$ cat config.mk
export PLATFORM = sky130hd
export DESIGN_NAME = alu_flags_core
export DESIGN_NICKNAME = d
export VERILOG_FILES = /design/src/rtl/alu_flags_pkg.sv /design/src/rtl/alu_size_dec.sv /design/src/rtl/alu_arith_unit.sv /design/src/rtl/alu_flag_gen.sv /design/src/rtl/alu_flags_core.sv
export SDC_FILE = /design/constraint.sdc
export NUM_CORES = 1
export LEC_CHECK = 0
export CAP_MARGIN = 20
export CORE_ASPECT_RATIO = 1.1
export CORE_UTILIZATION = 32
export DETAILED_ROUTE_END_ITERATION = 7
export GPL_TIMING_DRIVEN = 0
export SLEW_MARGIN = 20
export SYNTH_ARGS = -nofsm -noshare
export SYNTH_HDL_FRONTEND = slang
export SYNTH_HIERARCHICAL = 1
export SYNTH_SLANG_ARGS = --single-unit
$ cat constraint.sdc
create_clock -name vclk -period 33.9
set_clock_uncertainty 0.2 [all_clocks]
set_input_delay 10.17 -clock vclk [all_inputs]
set_output_delay 10.17 -clock vclk [all_outputs]
set_load 0.005 [all_outputs]
$ cat src/rtl/alu_flags_pkg.sv
package alu_flags_pkg;

  typedef enum logic [2:0] {
    OP_OR   = 3'd0,
    OP_AND  = 3'd1,
    OP_XOR  = 3'd2,
    OP_ADD  = 3'd3,
    OP_SUB  = 3'd4,
    OP_INC  = 3'd5,
    OP_DEC  = 3'd6,
    OP_HOLD = 3'd7
  } alu_op_e;

  // msb first: of at bit 5 down to cf at bit 0
  typedef struct packed {
    logic of_f;
    logic sf_f;
    logic zf_f;
    logic af_f;
    logic pf_f;
    logic cf_f;
  } alu_flags_t;

  localparam int FLAG_W = $bits(alu_flags_t);
  localparam int AF_BIT = 4;
  localparam int PF_SPAN = 8;

endpackage

$ cat src/rtl/alu_size_dec.sv
module alu_size_dec #(
  parameter  int BASE_W    = 8,
  parameter  int NUM_LANES = 3,
  localparam int DATA_W    = BASE_W << (NUM_LANES - 1),
  localparam int SIZE_W    = (NUM_LANES > 1) ? $clog2(NUM_LANES) : 1
) (
  input  logic [SIZE_W-1:0]    size_i,
  output logic [NUM_LANES-1:0] lane_sel_o,
  output logic [DATA_W-1:0]    lane_mask_o
);

  logic [DATA_W-1:0] lane_mask [NUM_LANES];

  for (genvar g = 0; g < NUM_LANES; g++) begin : g_lane
    localparam int W = BASE_W << g;
    if (g == NUM_LANES - 1) begin : g_top
      // top lane also absorbs unused size codes
      assign lane_sel_o[g] = (size_i >= SIZE_W'(g));
      assign lane_mask[g]  = {DATA_W{1'b1}};
    end else begin : g_low
      assign lane_sel_o[g] = (size_i == SIZE_W'(g));
      assign lane_mask[g]  = {{(DATA_W - W){1'b0}}, {W{1'b1}}};
    end
  end

  always_comb begin
    lane_mask_o = '0;
    for (int g = 0; g < NUM_LANES; g++) begin
      lane_mask_o = lane_mask_o | (lane_mask[g] & {DATA_W{lane_sel_o[g]}});
    end
  end

endmodule

$ cat src/rtl/alu_arith_unit.sv
module alu_arith_unit #(
  parameter  int BASE_W    = 8,
  parameter  int NUM_LANES = 3,
  localparam int DATA_W    = BASE_W << (NUM_LANES - 1)
) (
  input  logic [DATA_W-1:0]    a_i,
  input  logic [DATA_W-1:0]    b_i,
  input  logic                 sub_i,
  input  logic [NUM_LANES-1:0] lane_sel_i,
  output logic [DATA_W-1:0]    sum_o,
  output logic                 carry_o
);

  logic [DATA_W-1:0]    lane_sum [NUM_LANES];
  logic [NUM_LANES-1:0] lane_cy;

  for (genvar g = 0; g < NUM_LANES; g++) begin : g_lane
    localparam int W = BASE_W << g;
    logic [W:0] ext;
    // widened by one bit: bit W is carry on add, borrow on subtract
    assign ext = sub_i ? ({1'b0, a_i[W-1:0]} - {1'b0, b_i[W-1:0]})
                       : ({1'b0, a_i[W-1:0]} + {1'b0, b_i[W-1:0]});
    assign lane_sum[g] = DATA_W'(ext[W-1:0]);
    assign lane_cy[g]  = ext[W];
  end

  always_comb begin
    sum_o   = '0;
    carry_o = 1'b0;
    for (int g = 0; g < NUM_LANES; g++) begin
      sum_o   = sum_o | (lane_sum[g] & {DATA_W{lane_sel_i[g]}});
      carry_o = carry_o | (lane_cy[g] & lane_sel_i[g]);
    end
  end

endmodule

$ cat src/rtl/alu_flag_gen.sv
module alu_flag_gen
  import alu_flags_pkg::*;
#(
  parameter  int BASE_W    = 8,
  parameter  int NUM_LANES = 3,
  localparam int DATA_W    = BASE_W << (NUM_LANES - 1)
) (
  input  logic [DATA_W-1:0]    res_i,
  input  logic [DATA_W-1:0]    a_i,
  input  logic [DATA_W-1:0]    b_i,
  input  logic                 sub_i,
  input  logic [NUM_LANES-1:0] lane_sel_i,
  output logic                 sf_o,
  output logic                 zf_o,
  output logic                 of_o,
  output logic                 pf_o,
  output logic                 af_o
);

  logic [NUM_LANES-1:0] lane_sf, lane_zf, lane_of;

  for (genvar g = 0; g < NUM_LANES; g++) begin : g_lane
    localparam int W = BASE_W << g;
    logic [W-1:0] ov_add, ov_sub;
    assign ov_add     = (res_i[W-1:0] ^ b_i[W-1:0]) & (res_i[W-1:0] ^ a_i[W-1:0]);
    assign ov_sub     = (a_i[W-1:0] ^ b_i[W-1:0]) & (a_i[W-1:0] ^ res_i[W-1:0]);
    assign lane_of[g] = sub_i ? ov_sub[W-1] : ov_add[W-1];
    assign lane_sf[g] = res_i[W-1];
    assign lane_zf[g] = ~|res_i[W-1:0];
  end

  assign sf_o = |(lane_sf & lane_sel_i);
  assign zf_o = |(lane_zf & lane_sel_i);
  assign of_o = |(lane_of & lane_sel_i);

  // width independent
  assign pf_o = ~^res_i[PF_SPAN-1:0];
  assign af_o = res_i[AF_BIT] ^ a_i[AF_BIT] ^ b_i[AF_BIT];

endmodule

$ cat src/rtl/alu_flags_core.sv
module alu_flags_core
  import alu_flags_pkg::*;
#(
  parameter  int BASE_W    = 8,
  parameter  int NUM_LANES = 3,
  localparam int DATA_W    = BASE_W << (NUM_LANES - 1),
  localparam int SIZE_W    = (NUM_LANES > 1) ? $clog2(NUM_LANES) : 1
) (
  input  logic [2:0]        op_i,
  input  logic [SIZE_W-1:0] size_i,
  input  logic [DATA_W-1:0] dst_i,
  input  logic [DATA_W-1:0] src_i,
  input  logic [FLAG_W-1:0] flags_i,
  output logic [DATA_W-1:0] result_o,
  output logic [FLAG_W-1:0] flags_o
);

  alu_op_e              op;
  alu_flags_t           fin, fout;
  logic                 is_logic, is_arith, is_sub, is_step;
  logic [NUM_LANES-1:0] lane_sel;
  logic [DATA_W-1:0]    lane_mask;
  logic [DATA_W-1:0]    b_opnd, logic_res, sum, res_w;
  logic                 carry;
  logic                 g_sf, g_zf, g_of, g_pf, g_af;

  assign op  = alu_op_e'(op_i);
  assign fin = alu_flags_t'(flags_i);

  assign is_logic = (op == OP_OR) || (op == OP_AND) || (op == OP_XOR);
  assign is_step  = (op == OP_INC) || (op == OP_DEC);
  assign is_sub   = (op == OP_SUB) || (op == OP_DEC);
  assign is_arith = (op == OP_ADD) || is_sub || is_step;
  assign b_opnd   = is_step ? DATA_W'(1) : src_i;

  alu_size_dec #(.BASE_W(BASE_W), .NUM_LANES(NUM_LANES)) u_size (
    .size_i      (size_i),
    .lane_sel_o  (lane_sel),
    .lane_mask_o (lane_mask)
  );

  alu_arith_unit #(.BASE_W(BASE_W), .NUM_LANES(NUM_LANES)) u_arith (
    .a_i        (dst_i),
    .b_i        (b_opnd),
    .sub_i      (is_sub),
    .lane_sel_i (lane_sel),
    .sum_o      (sum),
    .carry_o    (carry)
  );

  always_comb begin
    unique case (op)
      OP_OR:   logic_res = dst_i | src_i;
      OP_AND:  logic_res = dst_i & src_i;
      OP_XOR:  logic_res = dst_i ^ src_i;
      default: logic_res = '0;
    endcase
  end

  assign res_w = is_logic ? (logic_res & lane_mask) : sum;

  alu_flag_gen #(.BASE_W(BASE_W), .NUM_LANES(NUM_LANES)) u_flags (
    .res_i      (res_w),
    .a_i        (dst_i),
    .b_i        (b_opnd),
    .sub_i      (is_sub),
    .lane_sel_i (lane_sel),
    .sf_o       (g_sf),
    .zf_o       (g_zf),
    .of_o       (g_of),
    .pf_o       (g_pf),
    .af_o       (g_af)
  );

  always_comb begin
    fout = fin;
    if (is_logic) begin
      fout.cf_f = 1'b0;
      fout.of_f = 1'b0;
      fout.sf_f = g_sf;
      fout.zf_f = g_zf;
      fout.pf_f = g_pf;
    end else if (is_arith) begin
      fout.cf_f = is_step ? fin.cf_f : carry;
      fout.of_f = g_of;
      fout.sf_f = g_sf;
      fout.zf_f = g_zf;
      fout.pf_f = g_pf;
      fout.af_f = g_af;
    end
  end

  assign result_o = (op == OP_HOLD) ? dst_i : res_w;
  assign flags_o  = fout;

endmodule

==> out/qor.csv <==
stage;metric;value;unit
worst_setup_path;CP Class;input pin to primary output;
final_layout;layout cells sized above 1;8.025;%
global_route;grt total ovfl;0;
route;WL final;25340;µm
worst_setup_path;Worst path slowest cell;nor3b_1;
placed_design;Port Buffers;112;
clocking;CTS Hold Buffers Added;0;
die;Die W;139.2;µm
sta;Max Slew Vio Count;0;
worst_setup_path;delay of the slowest cell on the worst path;0.72;ns
yosys;Post-synth top cells;nand2_1 (135), ha_1 (101), a21oi_1 (97);
yosys;most frequent cell after synthesis;nand2_1;
yosys;Seq/Total Area, Yosys;0;%
worst_setup_path;Worst setup EP type;primary output;
hold_path;Hold Path Depth;3;
final_layout;layout filler cell count;2207;
route;routed via count;7656;
sta;final worst path period need;28.91;ns
route;drt wl/cell;18.28;µm
sta;Achievable Freq;34.59;MHz
final_layout;final net count;1313;
route;Vias/cell;5.524;
die;Initial Utilization;33.02;%
final_layout;Area Overhead vs Synth;22.30;%
final_layout;register area;0;µm²
hold_path;HP Class;input pin to primary output;
yosys;post-synthesis cell count;1014;
die;die area;0.02129;mm²
die;core area;0.02007;mm²
die;Rows;54;
worst_setup_path;Worst Path Buf+Inv;6;
power_and_ir_drop;Pwr Total;201.1;µW
run_status;status;complete, but fails checks;
global_route;largest net degree at the start of global routing;19;
worst_setup_path;WP data arrival;18.54;ns
yosys;Synth cell types;67;
worst_setup_path;CP top delay family;simple AND/OR/NAND/NOR gates;
run_status;failing checks;design-rule violations;
clocking;Post-CTS Resized;0;
global_route;initial antenna violation count;0;
placed_design;GP Congestion;0.9487;
flow_run;max cap viols;0;
route;Final ANT Viol Nets;0;
power_and_ir_drop;Power Density;24.81;mW/mm²
worst_setup_path;Worst EP required;23.53;ns
sta;Final setup viols;0;
route;1st-iter DRT viols;576;
route;DR DRC count;8;
worst_setup_path;stages on the worst setup path;30;
sta;final hold vios;0;
final_layout;design area;0.008104;mm²
final_layout;number of sequential cells;0;
route;DR pass1 iterations;8;
sta;RSZ-0062 raised after global routing;no;
final_layout;area of the multi-input gates;0.005764;mm²
yosys;Cell Area, Synth;0.006626;mm²
yosys;Synth Area per Inst;6.535;µm²
yosys;area leader, netlist;ha_1;
yosys;Yosys top cell area share;19.07;%
sta;Least-Margin Pin Slew;1.133;ns
global_route;total track usage;22.99;%
clocking;Post-CTS Setup Inserts;0;
die;Die Y;152.9;µm
final_layout;Clock Buffer Count;0;
sta;fin crit share;85.27;%
yosys;Synthesis Warnings;6;
worst_setup_path;worst-path fanout max;10;
placed_design;placement-stage cell area;0.008089;mm²
yosys;largest cells by area after synthesis;ha_1 (19%), nand2_1 (7.6%), a21oi_1 (7.3%);
placed_design;HPWL after detailed placement;20670;µm
worst_setup_path;element type at the critical path start;input pin;
power_and_ir_drop;leakage power;3.678;nW
global_route;vias in the first global route;7295;
final_layout;antenna cells;0;
global_route;global-route wire length before repair;39210;µm
die;Ports;113;
sta;Slew headroom;23.76;%
power_and_ir_drop;Worst VDD drop;0.01108;mV
sta;TNS Setup;0;ns
cells by family after synthesis:
group                    synth area share [%]
AO/OA/AOI/OAI                           28.66
XOR/XNOR                                8.459
adder cells (fa/ha/maj)                 19.37
buffers and inverters                   13.41
multiplexers                            4.192
other                                 0.05659
AND/OR/NAND/NOR                         25.85
where the power goes:
| part | internal (mW) | switching (mW) |
|---|---|---|
| sequential | 0 | 0 |
| clock | 0 | 0 |
| combinational | 0.0903 | 0.111 |
| total | 0.0903 | 0.111 |
stage by stage:
step                utilization [%]  instances  hold WS, ns  worst slack [ns]
finish                        40.39       1386        21.21             4.993
global route                  40.39       1386        21.23             4.496
CTS                           40.31       1385        21.22             5.119
detailed placement            40.31       1385        21.21             5.164
global placement              40.31       1385        21.21             5.185
floorplan                         -       1021        20.27             7.961
worst paths after layout:
check                  start         end  slack, ns
hold / removal    flags_i[1]  flags_o[1]      21.21
setup / recovery     op_i[1]  flags_o[3]       4.99
metal layers:
layer / track usage [%] / part of all wire [%] / vias up / wire length (µm)
met5: 0 / 0 / - / 0
met4: 7.249 / 2.7 / 0 / 682
met3: 0.6892 / 4.5 / 47 / 1153
li1: - / - / 3789 / -
met2: 40.36 / 47 / 259 / 11890
met1: 30.32 / 46 / 3561 / 11610
placed cells by master, fill, tap and decap left out, types with 4 or more instances in the layout:
cell             count
nand2_1            135
clkdlybuf4s50_1    112
ha_1               101
a21oi_1             97
inv_1               88
nor2_1              77
o21ai_0             63
xnor2_1             50
buf_4               39
clkbuf_1            31
a31oi_1             25
mux2i_1             21
buf_2               20
and3_1              20
nor3_1              18
nor3b_1             17
a32oi_1             16
a32o_1              16
xor2_1              14
and2_1              14
nand2b_1            10
nor2b_1              9
a221oi_1             9
a221oi_2             9
a21o_1               9
nand3_1              9
o21ai_1              8
conb_1               8
nor4_1               7
mux2_2               6
nand4_1              6
a211oi_1             5
buf_6                4
o21a_1               4
area by class of cell:
class                      count  area share, %
buffer                        95          6.886
inverter                      88          4.076
multi-input combinational    838          71.13
tap                          252          3.891
timing repair buffer         113          14.02
Note: power is estimated with default switching activity, not from simulation.
